`src/rtl/jsm_pkg.sv`:
```
package jsm_pkg;

  typedef enum logic [1:0] {
    PH_IDLE  = 2'd0,
    PH_LEAD  = 2'd1,
    PH_SHIFT = 2'd2
  } phase_t;

  typedef enum logic [1:0] {
    IDLE_HOLD = 2'b00,
    IDLE_LOW  = 2'b01,
    IDLE_HIGH = 2'b10,
    IDLE_HIZ  = 2'b11
  } idle_mode_t;

  localparam int unsigned PAT_BITS  = 9;
  localparam int unsigned LEAD_LAST = 7;
  localparam int unsigned SHIFT_TMS = 7;
  localparam int unsigned END_TMS   = 8;

  typedef struct packed {
    logic level;
    logic oe;
  } tdo_drive_t;

endpackage

```
`src/rtl/jsm_idle_tdo.sv`:
```
module jsm_idle_tdo
  import jsm_pkg::*;
(
  input  logic [1:0] mode,
  input  logic       level,
  input  logic       cur_level,
  output tdo_drive_t drive
);

  idle_mode_t m;
  assign m = idle_mode_t'(mode);

  always_comb begin
    unique case (m)
      IDLE_HOLD: drive = '{level: cur_level, oe: 1'b1};
      IDLE_LOW,
      IDLE_HIGH: drive = '{level: level,     oe: 1'b1};
      default:   drive = '{level: cur_level, oe: 1'b0};
    endcase
  end

endmodule

```
`src/rtl/jsm_tms_stepper.sv`:
```
module jsm_tms_stepper
  import jsm_pkg::*;
#(
  parameter int unsigned LEN_W = 16
) (
  input  logic                clk,
  input  logic                rst,
  input  logic                arm,
  input  logic                start,
  input  logic                tck_fall,
  input  logic [PAT_BITS-1:0] pat_in,
  input  logic [LEN_W-1:0]    len_in,
  input  logic                bit_avail,
  output phase_t              phase,
  output logic                shift_edge,
  output logic                lead_edge,
  output logic                tms_nxt,
  output logic                end_bit,
  output logic                done,
  output logic                busy
);

  localparam int unsigned STEP_W = $clog2(LEAD_LAST + 1);

  logic [PAT_BITS-1:0] pat_q;
  logic [STEP_W-1:0]   step_q;
  logic [LEN_W-1:0]    left_q;
  logic                last_bit;

  assign busy       = (phase != PH_IDLE);
  assign last_bit   = (left_q == LEN_W'(1));
  assign lead_edge  = tck_fall && (phase == PH_LEAD);
  assign shift_edge = tck_fall && (phase == PH_SHIFT) && bit_avail;
  assign end_bit    = pat_q[END_TMS];

  always_comb begin
    if (phase == PH_LEAD) tms_nxt = pat_q[step_q];
    else if (last_bit)    tms_nxt = pat_q[END_TMS];
    else                  tms_nxt = pat_q[SHIFT_TMS];
  end

  always_ff @(posedge clk) begin
    if (rst) begin
      phase  <= PH_IDLE;
      pat_q  <= '0;
      step_q <= '0;
      left_q <= '0;
      done   <= 1'b0;
    end else begin
      done <= 1'b0;
      unique case (phase)
        PH_IDLE: begin
          if (arm) begin
            pat_q  <= pat_in;
            step_q <= '0;
            left_q <= (len_in == '0) ? LEN_W'(1) : len_in;
            phase  <= PH_LEAD;
          end
        end
        PH_LEAD: begin
          if (tck_fall) begin
            if (step_q == STEP_W'(LEAD_LAST)) phase <= PH_SHIFT;
            else step_q <= step_q + STEP_W'(1);
          end
        end
        PH_SHIFT: begin
          if (shift_edge) begin
            left_q <= left_q - LEN_W'(1);
            if (last_bit) begin
              phase <= PH_IDLE;
              done  <= 1'b1;
            end
          end
        end
        default: phase <= PH_IDLE;
      endcase
    end
  end

  // end pulse lasts one cycle and leaves the block idle
  a_r6_done_single: assert property (@(posedge clk) disable iff (rst)
    done |=> !done);
  a_r6_done_idle: assert property (@(posedge clk) disable iff (rst)
    done |-> !busy);
  // a start during a run leaves the latched pattern alone
  a_r11_pat_kept: assert property (@(posedge clk) disable iff (rst)
    (busy && start) |=> $stable(pat_q));

endmodule

```
`src/rtl/jsm_vec_buffer.sv`:
```
module jsm_vec_buffer
  import jsm_pkg::*;
#(
  parameter int unsigned WORD_W = 16,
  parameter int unsigned LEN_W  = 16
) (
  input  logic              clk,
  input  logic              rst,
  input  logic              arm,
  input  logic [LEN_W-1:0]  len_in,
  input  logic              busy,
  input  logic              vec_valid,
  input  logic [WORD_W-1:0] vec_data,
  input  logic              bit_take,
  output logic              vec_ready,
  output logic              bit_avail,
  output logic              bit_val
);

  localparam int unsigned CNT_W = $clog2(WORD_W + 1);
  localparam int unsigned EXT_W = LEN_W + 1;

  logic [WORD_W-1:0] hold_word, sh_word;
  logic              hold_full;
  logic [CNT_W-1:0]  sh_cnt;
  logic [LEN_W-1:0]  words_left;
  logic [EXT_W-1:0]  len_ext, word_calc;
  logic              accept, from_hold;

  assign len_ext   = (len_in == '0) ? EXT_W'(1) : EXT_W'(len_in);
  assign word_calc = (len_ext + EXT_W'(WORD_W - 1)) / EXT_W'(WORD_W);

  assign vec_ready = !hold_full && (words_left != '0);
  assign accept    = vec_valid && vec_ready;
  assign from_hold = (sh_cnt == '0);
  assign bit_avail = !from_hold || hold_full;
  assign bit_val   = from_hold ? hold_word[0] : sh_word[0];

  always_ff @(posedge clk) begin
    if (rst) begin
      hold_word  <= '0;
      sh_word    <= '0;
      hold_full  <= 1'b0;
      sh_cnt     <= '0;
      words_left <= '0;
    end else if (arm) begin
      hold_full  <= 1'b0;
      sh_cnt     <= '0;
      words_left <= word_calc[LEN_W-1:0];
    end else begin
      if (accept) begin
        hold_word  <= vec_data;
        hold_full  <= 1'b1;
        words_left <= words_left - LEN_W'(1);
      end else if (bit_take && from_hold) begin
        hold_full <= 1'b0;
      end
      if (bit_take) begin
        if (from_hold) begin
          sh_word <= hold_word >> 1;
          sh_cnt  <= CNT_W'(WORD_W - 1);
        end else begin
          sh_word <= sh_word >> 1;
          sh_cnt  <= sh_cnt - CNT_W'(1);
        end
      end
    end
  end

  // the stream is only asked for data while a macro runs
  a_r13_ready_busy: assert property (@(posedge clk) disable iff (rst)
    vec_ready |-> busy);
  // an accepted word is held until the serializer takes it
  a_r13_hold_kept: assert property (@(posedge clk) disable iff (rst)
    (hold_full && !bit_take && !arm) |=> hold_full && $stable(hold_word));

endmodule

```
`src/rtl/jsm_shift_seq.sv`:
```
module jsm_shift_seq
  import jsm_pkg::*;
#(
  parameter int unsigned LEN_W  = 16,
  parameter int unsigned WORD_W = 16
) (
  input  logic                clk,
  input  logic                rst,
  input  logic                tck_fall,
  input  logic                start,
  input  logic [PAT_BITS-1:0] pat,
  input  logic [LEN_W-1:0]    vec_len,
  input  logic [1:0]          idle_mode,
  input  logic                idle_level,
  input  logic                vec_valid,
  input  logic [WORD_W-1:0]   vec_data,
  output logic                vec_ready,
  output logic                tms,
  output logic                tdo,
  output logic                tdo_oe,
  output logic                busy,
  output logic                done
);

  phase_t     phase;
  logic       arm, shift_edge, lead_edge, tms_nxt, end_bit;
  logic       bit_avail, bit_val;
  tdo_drive_t idle_drv;

  assign arm = start && !busy;

  jsm_tms_stepper #(.LEN_W(LEN_W)) i_stepper (
    .clk        (clk),
    .rst        (rst),
    .arm        (arm),
    .start      (start),
    .tck_fall   (tck_fall),
    .pat_in     (pat),
    .len_in     (vec_len),
    .bit_avail  (bit_avail),
    .phase      (phase),
    .shift_edge (shift_edge),
    .lead_edge  (lead_edge),
    .tms_nxt    (tms_nxt),
    .end_bit    (end_bit),
    .done       (done),
    .busy       (busy)
  );

  jsm_vec_buffer #(.WORD_W(WORD_W), .LEN_W(LEN_W)) i_vec_buffer (
    .clk       (clk),
    .rst       (rst),
    .arm       (arm),
    .len_in    (vec_len),
    .busy      (busy),
    .vec_valid (vec_valid),
    .vec_data  (vec_data),
    .bit_take  (shift_edge),
    .vec_ready (vec_ready),
    .bit_avail (bit_avail),
    .bit_val   (bit_val)
  );

  jsm_idle_tdo i_idle_tdo (
    .mode      (idle_mode),
    .level     (idle_level),
    .cur_level (tdo),
    .drive     (idle_drv)
  );

  always_ff @(posedge clk) begin
    if (rst) begin
      tms    <= 1'b1;
      tdo    <= 1'b0;
      tdo_oe <= 1'b0;
    end else if (shift_edge) begin
      tms    <= tms_nxt;
      tdo    <= bit_val;
      tdo_oe <= 1'b1;
    end else if (lead_edge) begin
      tms    <= tms_nxt;
      tdo    <= idle_drv.level;
      tdo_oe <= idle_drv.oe;
    end else if (tck_fall && (phase == PH_IDLE)) begin
      tdo    <= idle_drv.level;
      tdo_oe <= idle_drv.oe;
    end
  end

  // pins move only on strobed edges
  a_r2_quiet_between: assert property (@(posedge clk) disable iff (rst)
    !tck_fall |=> $stable(tms) && $stable(tdo) && $stable(tdo_oe));
  // driver is on while a vector bit is presented
  a_r4_oe_in_window: assert property (@(posedge clk) disable iff (rst)
    shift_edge |=> tdo_oe);
  // the closing edge puts pattern bit 8 on TMS
  a_r5_end_tms: assert property (@(posedge clk) disable iff (rst)
    done |-> (tms == end_bit));
  // idle high-impedance mode releases the pin
  a_r9_hiz_idle: assert property (@(posedge clk) disable iff (rst)
    (tck_fall && !busy && idle_mode == 2'b11) |=> !tdo_oe);

endmodule

```
`config.mk`:
```
export PLATFORM = sky130hd
export DESIGN_NAME = jsm_shift_seq
export DESIGN_NICKNAME = d
export VERILOG_FILES = /design/src/rtl/jsm_pkg.sv /design/src/rtl/jsm_idle_tdo.sv /design/src/rtl/jsm_tms_stepper.sv /design/src/rtl/jsm_vec_buffer.sv /design/src/rtl/jsm_shift_seq.sv
export SDC_FILE = /design/constraint.sdc
export NUM_CORES = 1
export LEC_CHECK = 0
export BUFFER_PORTS_ARGS = -buffer_cell sky130_fd_sc_hd__buf_2
export CORE_MARGIN = 5
export CORE_UTILIZATION = 37
export CTS_CLUSTER_DIAMETER = 50
export DETAILED_ROUTE_END_ITERATION = 12
export MAX_ROUTING_LAYER = met4
export PLACE_DENSITY = 0.64
export SYNTH_ARGS = -nofsm -noshare
export SYNTH_HDL_FRONTEND = slang
export SYNTH_SLANG_ARGS = --single-unit
```
`constraint.sdc`:
```
create_clock -name clk -period 2.1 [get_ports clk]
set_input_delay 0.105 -clock clk [delete_from_list [all_inputs] [get_ports clk]]
set_output_delay 0.105 -clock clk [all_outputs]
set_load 0.01 [all_outputs]
```
==> metrics.cfg, run 1 <==
[timing]
hold_ws_ns = 0.00190
relSlewSlack = 0.549
rsz0062_at_grt = yes
final.period_utilization = 1.00
setup-violations-final = 1
hold_viol_final = 0
layout_setup_ws_ns = -0.00281
period_needed_ns = 2.10
drv_slew = 0
worstMarginPinSlew_ns = 0.675
skew_ns = 0.00442
max_freq_mhz = 476

[synth]
ys_top_cells_by_area = dfxtp_1 38%, nand2_1 8.5%, nor2_1 5.5%
synth.mux.area_fraction = 0.0241
ys_seq_elements = 87
synthesis.nets = 637
synth_cell_types = 65
syn_area_um2 = 4560
synth_fa_ha_area_frac = 0.0247
synth-simple-area-share = 0.281
synth_compound_area_frac = 0.217
ys_async_sr_fraction = 0
synth.most_common_cell = nand2_1
ys.flop_type = dfxtp_1
synth_edf_count = 0
synth_cells = 579
synth_top_area_cell = dfxtp_1
synth_top_area_frac = 0.382
netlist_top_cells_count = 103 x nand2_1, 87 x dfxtp_1, 67 x nor2_1
synth.yosys.warnings = 0
synth_seq_area_share = 0.382
synth_xor_area_frac = 0.0269
synth_top_family_by_area = simple AND/OR/NAND/NOR gates
syn_area_per_cell_um2 = 7.88

[layout]
antenna_cells = 0
final_util = 0.487
nFillCells = 1132
nNetsFinal = 730
drive_gt1_frac = 0.233
area_growth_pct = 28.7

[detailed_routing]
first_iter_violations = 276
dr.pass1.iters = 5
vias = 4522
wl_mm = 12.7
postRouteAntennaNets = 0
drc = 0
drt-vias-per-instance = 5.35
wl_per_cell_um = 15.0

[cts]
cts-root-buf = clkbuf_16
cts_buffer_depth = 2
clk_pin_slew_ns = 0.07
cts_tree = done
numCtsBuffers = 9
cts.sinks = 87
insertion_delay_ns = 0.34
htreeDepth = 3

[power]
vdd_ir_drop_max_uv = 345
powerDensity_nw_per_um2 = 725
seq_power_share = 0.426
p_int_mw = 3.03
clockPowerShare = 0.386
swShare = 0.289
leakage_nw = 2.19
power_frac_comb = 0.188
power_switching_mw = 1.23

[die]
dieArea_um2 = 14700
fp.dieH_um = 121
num_rows = 40
core_um2 = 12100
die_x_um = 121
io_pins = 55
start_util = 0.378

[global_routing]
first_global_vias = 4212
antenna_found_initial = 0
grt_overflow = 0
grt_max_degree = 45
grt_pass1_wl_mm = 20.5
grt_use_total = 0.178

[place]
place_hpwl_mm = 8.91
gp_congestion = 0.938
port_buffers = 54

[critical_path]
r2r_end = i_vec_buffer.words_left[8]
path_max_fanout = 4
end_kind = flip-flop
crit_type = reg -> reg
start_kind = flip-flop
critPathArrivalTime_ns = 2.36
r2r.worst_path.cells = 7
r2r_slack_ns = -0.003
reg2reg_from = i_vec_buffer.words_left[1]
crit_required_ns = 2.36

[run]
maxCapViolations = 0

[worst_hold_path]
hold_class = in -> reg
min_from = vec_data[4]
min_path_cells = 3
worst_hold_path.endpoint = i_vec_buffer.hold_word[4]

[outcome]
failed_checks = setup timing
status = finished, violations left

-- power by group through the flow --
stage	clock, mW	combinational (mW)	sequential [mW]
after floorplan	0	0.455	1.83
after global placement	0	0.699	1.84
after detailed placement	0	0.711	1.84
after CTS	1.68	0.752	1.81
after global routing	1.75	0.878	1.82
final	1.64	0.801	1.81
-- worst max-delay path: stages (launching register included) --
cell and delay, ns:
dfxtp_2 0.32, inv_2 0.06, ha_4 0.13, or4b_4 0.49, or3_4 0.46, nor3_4 0.25, xnor2_1 0.10, a211oi_1 0.19
-- cell usage in the layout (no fill, tap or decap), drive strengths merged, types with 14 or more instances in the layout --
cell type and n:
a311oi 18, a21oi 50, nor4 14, dfxtp 87
nand2 103, dlygate4sd3 20, nand3 16, o21ai 20
buf 99, nor3 25, inv 14, a211oi 18
nor2 69
-- kinds of logic (layout without fill, tap and decap cells) --
logic type	Yosys count	in the layout
xor gates and xnor gates	14	14
and+or+nand+nor	267	268
adders and majority gates	9	9
muxes	8	8
DFF	87	87
AOI/OAI and AO/OA	145	145
buffers and inverters	49	146
-- per-layer routing --
layer,vias up,wire length (um),global-route usage,part of all wire
li1,2284,-,-,-
met1,2087,5650,0.218,0.45
met2,121,6170,0.284,0.49
met3,30,487,0.0345,0.038
met4,0,356,0.0793,0.028
met5,-,0,-,0
-- through the flow --
stage | TNS [ns] | instance area, um^2 | instances | worst slack, ns | power (mW)
after floorplan | 0 | 4560 | 579 | 0.0728 | 2.29
after global placement | 0 | 5190 | 802 | 0.0151 | 2.54
after detailed placement | -0.537 | 5190 | 802 | -0.0569 | 2.55
after CTS | -0.00441 | 5720 | 838 | -0.00422 | 4.24
after global routing | -0.122 | 5870 | 845 | -0.0484 | 4.45
final | -0.00281 | 5870 | 845 | -0.00281 | 4.26
-- flip-flops by register name (all words and copies together) (netlist names) --
register	flops
i_stepper.done	1
i_vec_buffer.words_left	16
tms	1
i_stepper.pat_q	9
i_vec_buffer.sh_cnt	5
i_stepper.step_q	3
i_vec_buffer.hold_full	1
i_vec_buffer.hold_word	16
tdo	1
i_stepper.phase	2
i_vec_buffer.sh_word	15
tdo_oe	1
i_stepper.left_q	16
-- layout make-up --
| class | count | area [um^2] | share of cell area |
|---|---|---|---|
| multi-input cells | 444 | 2740 | 0.466 |
| flip-flops and latches | 87 | 1750 | 0.297 |
| repair buffers | 119 | 836 | 0.142 |
| clock buffers | 9 | 225 | 0.0383 |
| well taps | 168 | 210 | 0.0358 |
| clock inverters | 7 | 78.8 | 0.0134 |
| inverters | 11 | 41.3 | 0.00703 |
-- what timing repair did --
action | 4_1_cts | 5_1_grt
pin swaps | 0 | 8
setup buffers | 0 | 6
setup endpoints to repair | 29 | 26
cloned | 0 | 1
hold buffers | 20 | 0
resized for setup | 6 | 28
endpoints found under the hold margin | 20 | 0
-- worst max path at each step --
stage	end	cells past startpoint	from
2_1_floorplan	i_stepper.left_q[12]	9	i_vec_buffer.sh_cnt[0]
6_report	i_vec_buffer.words_left[8]	7	i_vec_buffer.words_left[1]
3_5_place_dp	i_vec_buffer.hold_word[13]	7	i_vec_buffer.words_left[1]
3_3_place_gp	tdo	7	i_vec_buffer.sh_cnt[0]
4_1_cts	i_stepper.left_q[13]	7	i_vec_buffer.sh_cnt[0]
5_1_grt	i_vec_buffer.words_left[8]	7	i_vec_buffer.words_left[1]
No activity file was read; power rests on OpenSTA's default activity.
==> inputs of run 2 (changes only) <==
- PLACE_DENSITY: 0.64 -> 0.62
- clock period: 2.1 -> 2.4 ns (I/O delays scaled with it)
==> metrics.cfg, run 2 (same netlist as run 1, synthesis figures left out) <==
[outcome]
status = completed

[timing]
final.period_utilization = 0.938  ; -0.0629
setup-violations-final = 0  ; -1
tns_ns = 0  ; +0.00281 ns
hold_ws_ns = 0.0143  ; +0.0124 ns
max_freq_mhz = 444  ; -6.6%
layout_setup_ws_ns = 0.148  ; +0.150 ns
period_needed_ns = 2.25  ; +0.150 ns
drv_slew = 0  ; unchanged
hold_viol_final = 0  ; unchanged
worstMarginPinSlew_ns = 0.686  ; +0.0117 ns
relSlewSlack = 0.541  ; -0.00781
skew_ns = 0.00441  ; -0.00000477 ns
rsz0062_at_grt = no

[critical_path]
crit_type = reg -> reg
end_kind = flip-flop
path_max_fanout = 8  ; +4
crit_required_ns = 2.64  ; +0.28 ns
critPathArrivalTime_ns = 2.49  ; +0.13 ns
start_kind = flip-flop

[power]
powerDensity_nw_per_um2 = 680  ; -6.2%
vdd_ir_drop_max_uv = 372  ; +7.8%
leakage_nw = 1.98  ; -9.7%

[layout]
area_growth_pct = 19.0
layout_common_cells = 103 x nand2_1, 87 x dfxtp_1, 66 x nor2_1, 54 x buf_2, 50 x a21oi_1
nFillCells = 1197  ; +5.7%
final_common_cell = nand2_1
nNetsFinal = 690  ; -5.5%
reg.largest.list = i_stepper.left_q (16), i_vec_buffer.hold_word (16), i_vec_buffer.words_left (16)
antenna_cells = 0  ; unchanged
drive_gt1_frac = 0.170  ; -0.0638
final_cell_area_um2 = 5430  ; -7.5%

[die]
io_pins = 55  ; unchanged
core_um2 = 12100  ; unchanged
dieArea_um2 = 14700  ; unchanged
start_util = 0.378  ; unchanged
num_rows = 40  ; unchanged
fp.dieH_um = 121  ; unchanged
die_x_um = 121  ; unchanged

[place]
place_hpwl_mm = 8.80  ; -1.3%
gp_congestion = 0.857  ; -8.6%
port_buffers = 54  ; unchanged
dpl_cell_area_um2 = 5010  ; -3.4%
place_ws_ns = 0.153  ; +0.210 ns

[global_routing]
first_global_vias = 4017  ; -4.6%
grt_use_total = 0.175  ; -0.00278
antenna_found_initial = 0  ; unchanged
grt_pass1_wl_mm = 20.1  ; -2.1%
grt_overflow = 0  ; unchanged
grt_max_degree = 40  ; -11%

[cts]
cts.sinks = 87  ; unchanged
clk_pin_slew_ns = 0.06  ; about the same
cts-root-buf = clkbuf_16
numCtsBuffers = 9  ; unchanged
insertion_delay_ns = 0.35  ; about the same
cts_buffer_depth = 2  ; unchanged
cts_tree = done
htreeDepth = 3  ; unchanged

[run]
maxCapViolations = 0  ; unchanged

[detailed_routing]
drc = 0  ; unchanged
drt-vias-per-instance = 5.36  ; +0.19%
postRouteAntennaNets = 0  ; unchanged
first_iter_violations = 306  ; +11%
wl_mm = 12.1  ; -4.1%
vias = 4316  ; -4.6%
wl_per_cell_um = 15.1  ; +0.64%
dr.pass1.iters = 6  ; +1

[worst_hold_path]
hold_class = in -> reg

==> run 2: cell types whose count changed in the layout (fill, tap and decap cells not counted), moves of 2 or more <==
cell           before  now
dfxtp_1            84   87
inv_6               3    0
dfxtp_2             3    0
buf_4              40   17
ha_1                7    9
buf_6               4    0
inv_2               3    0
dlygate4sd3_1      20    9
nor2_1             63   66
nor2_2              4    1
inv_1               8   11
==> run 2: layer usage <==
| metal | up-vias | share of wire | GRT usage |
|---|---|---|---|
| li1 | 2196 | - | - |
| met5 | - | 0 | - |
| met1 | 1997 | 0.47 | 0.224 |
| met4 | 0 | 0.019 | 0.0644 |
| met2 | 101 | 0.47 | 0.271 |
| met3 | 22 | 0.045 | 0.0387 |
==> run 2: area by class of cell <==
| type | instances | area (um^2) | share of cell area |
|---|---|---|---|
| clock inverter | 5 | 81.3 | 0.0150 |
| sequential | 87 | 1740 | 0.321 |
| inverter | 11 | 41.3 | 0.00760 |
| tap | 168 | 210 | 0.0387 |
| multi-input combinational | 443 | 2630 | 0.484 |
| timing repair buffer | 80 | 488 | 0.0898 |
| clock buffer | 11 | 243 | 0.0447 |
==> run 2: path summary, 6_finish.rpt <==
kind                                  from                          to  slack, ns  cells past startpoint
setup reg to reg       i_stepper.left_q[4]                         tms       0.15                      5
hold reg to reg   i_vec_buffer.sh_word[14]    i_vec_buffer.sh_word[14]       0.45                      2
hold / removal                vec_data[12]  i_vec_buffer.hold_word[12]       0.01                      3
setup / recovery       i_stepper.left_q[4]                         tms       0.15                      5
==> run 2: metrics by stage <==
stage / util / cells / power [mW]
global route: 0.450 / 805 / 3.86
floorplan: - / 579 / 2.00
CTS: 0.450 / 805 / 3.73
global placement: 0.415 / 780 / 2.18
finish: 0.450 / 805 / 3.69
detailed placement: 0.415 / 780 / 2.19
==> run 2: critical path, stage by stage (launching register included) <==
cell and delay [ns]:
dfxtp_1 0.36, or4_1 0.72, nor4_2 0.27, nand2_1 0.21
mux2_4 0.35, o31a_1 0.23
==> run 2: what timing repair did <==
action	in CTS	in global routing
setup buffers	0	0
hold buffers	9	0
resized for setup	0	3
endpoints found under the hold margin	9	0
endpoints found under the setup margin	0	19
==> run 2: report_power, final <==
part,internal (mW),switching [mW],leakage (nW)
logic,0.237,0.347,1.11
registers,1.52,0.0731,0.711
clock network,0.940,0.575,0.156
total,2.70,0.996,1.98
==> inputs of run 3 (changes only) <==
- SKIP_LAST_GASP: not set -> 1
- clock period: 2.4 -> 2.1 ns (I/O delays scaled with it)
==> metrics.cfg, run 3 (same netlist as run 1, synthesis figures left out) <==
[run]
maxCapViolations = 0  ; unchanged

[critical_path]
cp_slowest_cell = or4b_4
end_kind = flip-flop
path_cells = inv_2 -> ha_4 -> or4b_4 -> or3_4 -> nor4_4 -> mux2i_1 -> o22ai_1
crit_type = reg -> reg
crit_required_ns = 2.32  ; -0.32 ns
path_max_fanout = 3  ; -5
max_stage_delay_ns = 0.47  ; -0.25 ns
critPathArrivalTime_ns = 2.28  ; -0.21 ns
r2r_slack_ns = 0.04  ; -0.10 ns
start_kind = flip-flop

[die]
fp.dieH_um = 121  ; unchanged
die_x_um = 121  ; unchanged
start_util = 0.378  ; unchanged
core_um2 = 12100  ; unchanged
dieArea_um2 = 14700  ; unchanged
io_pins = 55  ; unchanged
num_rows = 40  ; unchanged

[place]
gp_congestion = 0.840  ; -2.0%
port_buffers = 54  ; unchanged
place_hpwl_mm = 8.82  ; +0.30%
dpl_cell_area_um2 = 5160  ; +2.9%

[power]
powerDensity_nw_per_um2 = 741  ; +9.0%
power_switching_mw = 1.23  ; +24%
seq_power_share = 0.423  ; -0.008
finalPower_mw = 4.29  ; +16%
vdd_ir_drop_max_uv = 350  ; -5.9%
swShare = 0.287  ; +0.0173
clockPowerShare = 0.392  ; -0.018
leakage_nw = 2.16  ; +9.2%
power_frac_comb = 0.185  ; +0.027
p_int_mw = 3.06  ; +13%

[timing]
hold_ws_ns = 0.0109  ; -0.00336 ns
tns_ns = 0  ; unchanged
max_freq_mhz = 486  ; +9.5%
skew_ns = 0.00620  ; +0.00179 ns
setup-violations-final = 0  ; unchanged
hold_viol_final = 0  ; unchanged
drv_slew = 0  ; unchanged
relSlewSlack = 0.528  ; -0.0128
period_needed_ns = 2.06  ; -0.196 ns
rsz0062_at_grt = yes
worstMarginPinSlew_ns = 0.705  ; +0.0191 ns
final.period_utilization = 0.979  ; +0.0410

[detailed_routing]
vias = 4487  ; +4.0%
postRouteAntennaNets = 0  ; unchanged
drc = 0  ; unchanged
dr.pass1.iters = 4  ; -2
drt-vias-per-instance = 5.37  ; +0.11%
first_iter_violations = 278  ; -9.2%
wl_per_cell_um = 15.1  ; +0.35%
wl_mm = 12.7  ; +4.2%

[layout]
reg.largest.list = i_stepper.left_q (16), i_vec_buffer.hold_word (16), i_vec_buffer.words_left (16)
nFillCells = 1182  ; -1.3%
antenna_cells = 0  ; unchanged
layout_common_cells = 101 x nand2_1, 85 x dfxtp_1, 66 x nor2_1, 54 x buf_2, 49 x a21oi_1
nNetsFinal = 721  ; +4.5%
final_common_cell = nand2_1
area_growth_pct = 26.9
final_cell_area_um2 = 5790  ; +6.6%
drive_gt1_frac = 0.232  ; +0.0625
final_util = 0.480  ; +0.0299

[cts]
numCtsBuffers = 9  ; unchanged
cts_buffer_depth = 2  ; unchanged
cts-root-buf = clkbuf_16
cts_tree = done
htreeDepth = 3  ; unchanged
cts.sinks = 87  ; unchanged
insertion_delay_ns = 0.34  ; about the same
clk_pin_slew_ns = 0.06  ; about the same

[worst_hold_path]
hold_class = in -> reg

[global_routing]
grt_pass1_wl_mm = 21.1  ; +5.0%
grt_overflow = 0  ; unchanged
grt_use_total = 0.182  ; +0.00723
first_global_vias = 4336  ; +7.9%
antenna_found_initial = 0  ; unchanged
grt_max_degree = 45  ; +13%

[outcome]
status = completed

## run 3: cell count changes in the layout (fill, tap and decap cells not counted), sizes merged
cell	previous run	this run
clkinvlp	1	0
inv	11	14
nor2	68	69
buf	71	97
dlygate4sd3	9	13
clkbuf	11	10
bufinv	2	1
## run 3: area by class of cell
cell class,instances,area (um^2),share of cell area
timing repair buffer,110,747,0.129
clock inverter,6,76.3,0.0132
tap,168,210,0.0363
sequential,87,1740,0.301
clock buffer,10,239,0.0413
inverter,11,41.3,0.00713
multi-input combinational,444,2740,0.472
## run 3: what timing repair did
item                                    CTS  global route
resized for setup                         9            22
buffers inserted                          6             2
hold endpoints to repair                 13             0
hold buffers                             13             0
cloned                                    1             0
endpoints found under the setup margin   29            47
pin swaps                                 5             6
## run 3: stage by stage
stage / worst slack, ns / std cells
2_1_floorplan: 0.0728 / 579
3_3_place_gp: -0.000906 / 798
3_5_place_dp: -0.0952 / 798
4_1_cts: -0.00527 / 834
5_1_grt: -0.110 / 836
6_report: 0.0432 / 836
## run 3: per-layer routing
| metal | share of wire | global-route usage | up-vias |
|---|---|---|---|
| met4 | 0.020 | 0.0673 | 0 |
| met1 | 0.44 | 0.228 | 2101 |
| met3 | 0.046 | 0.0275 | 23 |
| met2 | 0.49 | 0.298 | 107 |
| met5 | 0 | - | - |
| li1 | - | - | 2256 |
## run 3: worst paths after layout
| kind | startpoint | depth (start not counted) | to |
|---|---|---|---|
| worst max-delay path | i_vec_buffer.words_left[1] | 7 | i_vec_buffer.words_left[12] |
| worst min-delay path | pat[0] | 3 | i_stepper.pat_q[0] |
| worst max register to register | i_vec_buffer.words_left[1] | 7 | i_vec_buffer.words_left[12] |
| worst min register to register | i_stepper.pat_q[5] | 2 | i_stepper.pat_q[5] |
## run 3: power by group through the flow
| stage | clock [mW] | sequential, mW | combinational [mW] |
|---|---|---|---|
| detailed placement | 0 | 1.85 | 0.703 |
| global route | 1.79 | 1.83 | 0.880 |
| global placement | 0 | 1.84 | 0.691 |
| floorplan | 0 | 1.83 | 0.455 |
| finish | 1.68 | 1.82 | 0.795 |
| CTS | 1.72 | 1.81 | 0.757 |
## run 3: critical path, delay by kind of cell (launching register included)
kind / cells / cell delay [ns]
compound gates: 1 / 0.09
fa+ha+maj: 1 / 0.12
buf+inv: 1 / 0.06
flops: 1 / 0.33
mux: 1 / 0.25
simple gates: 3 / 1.08
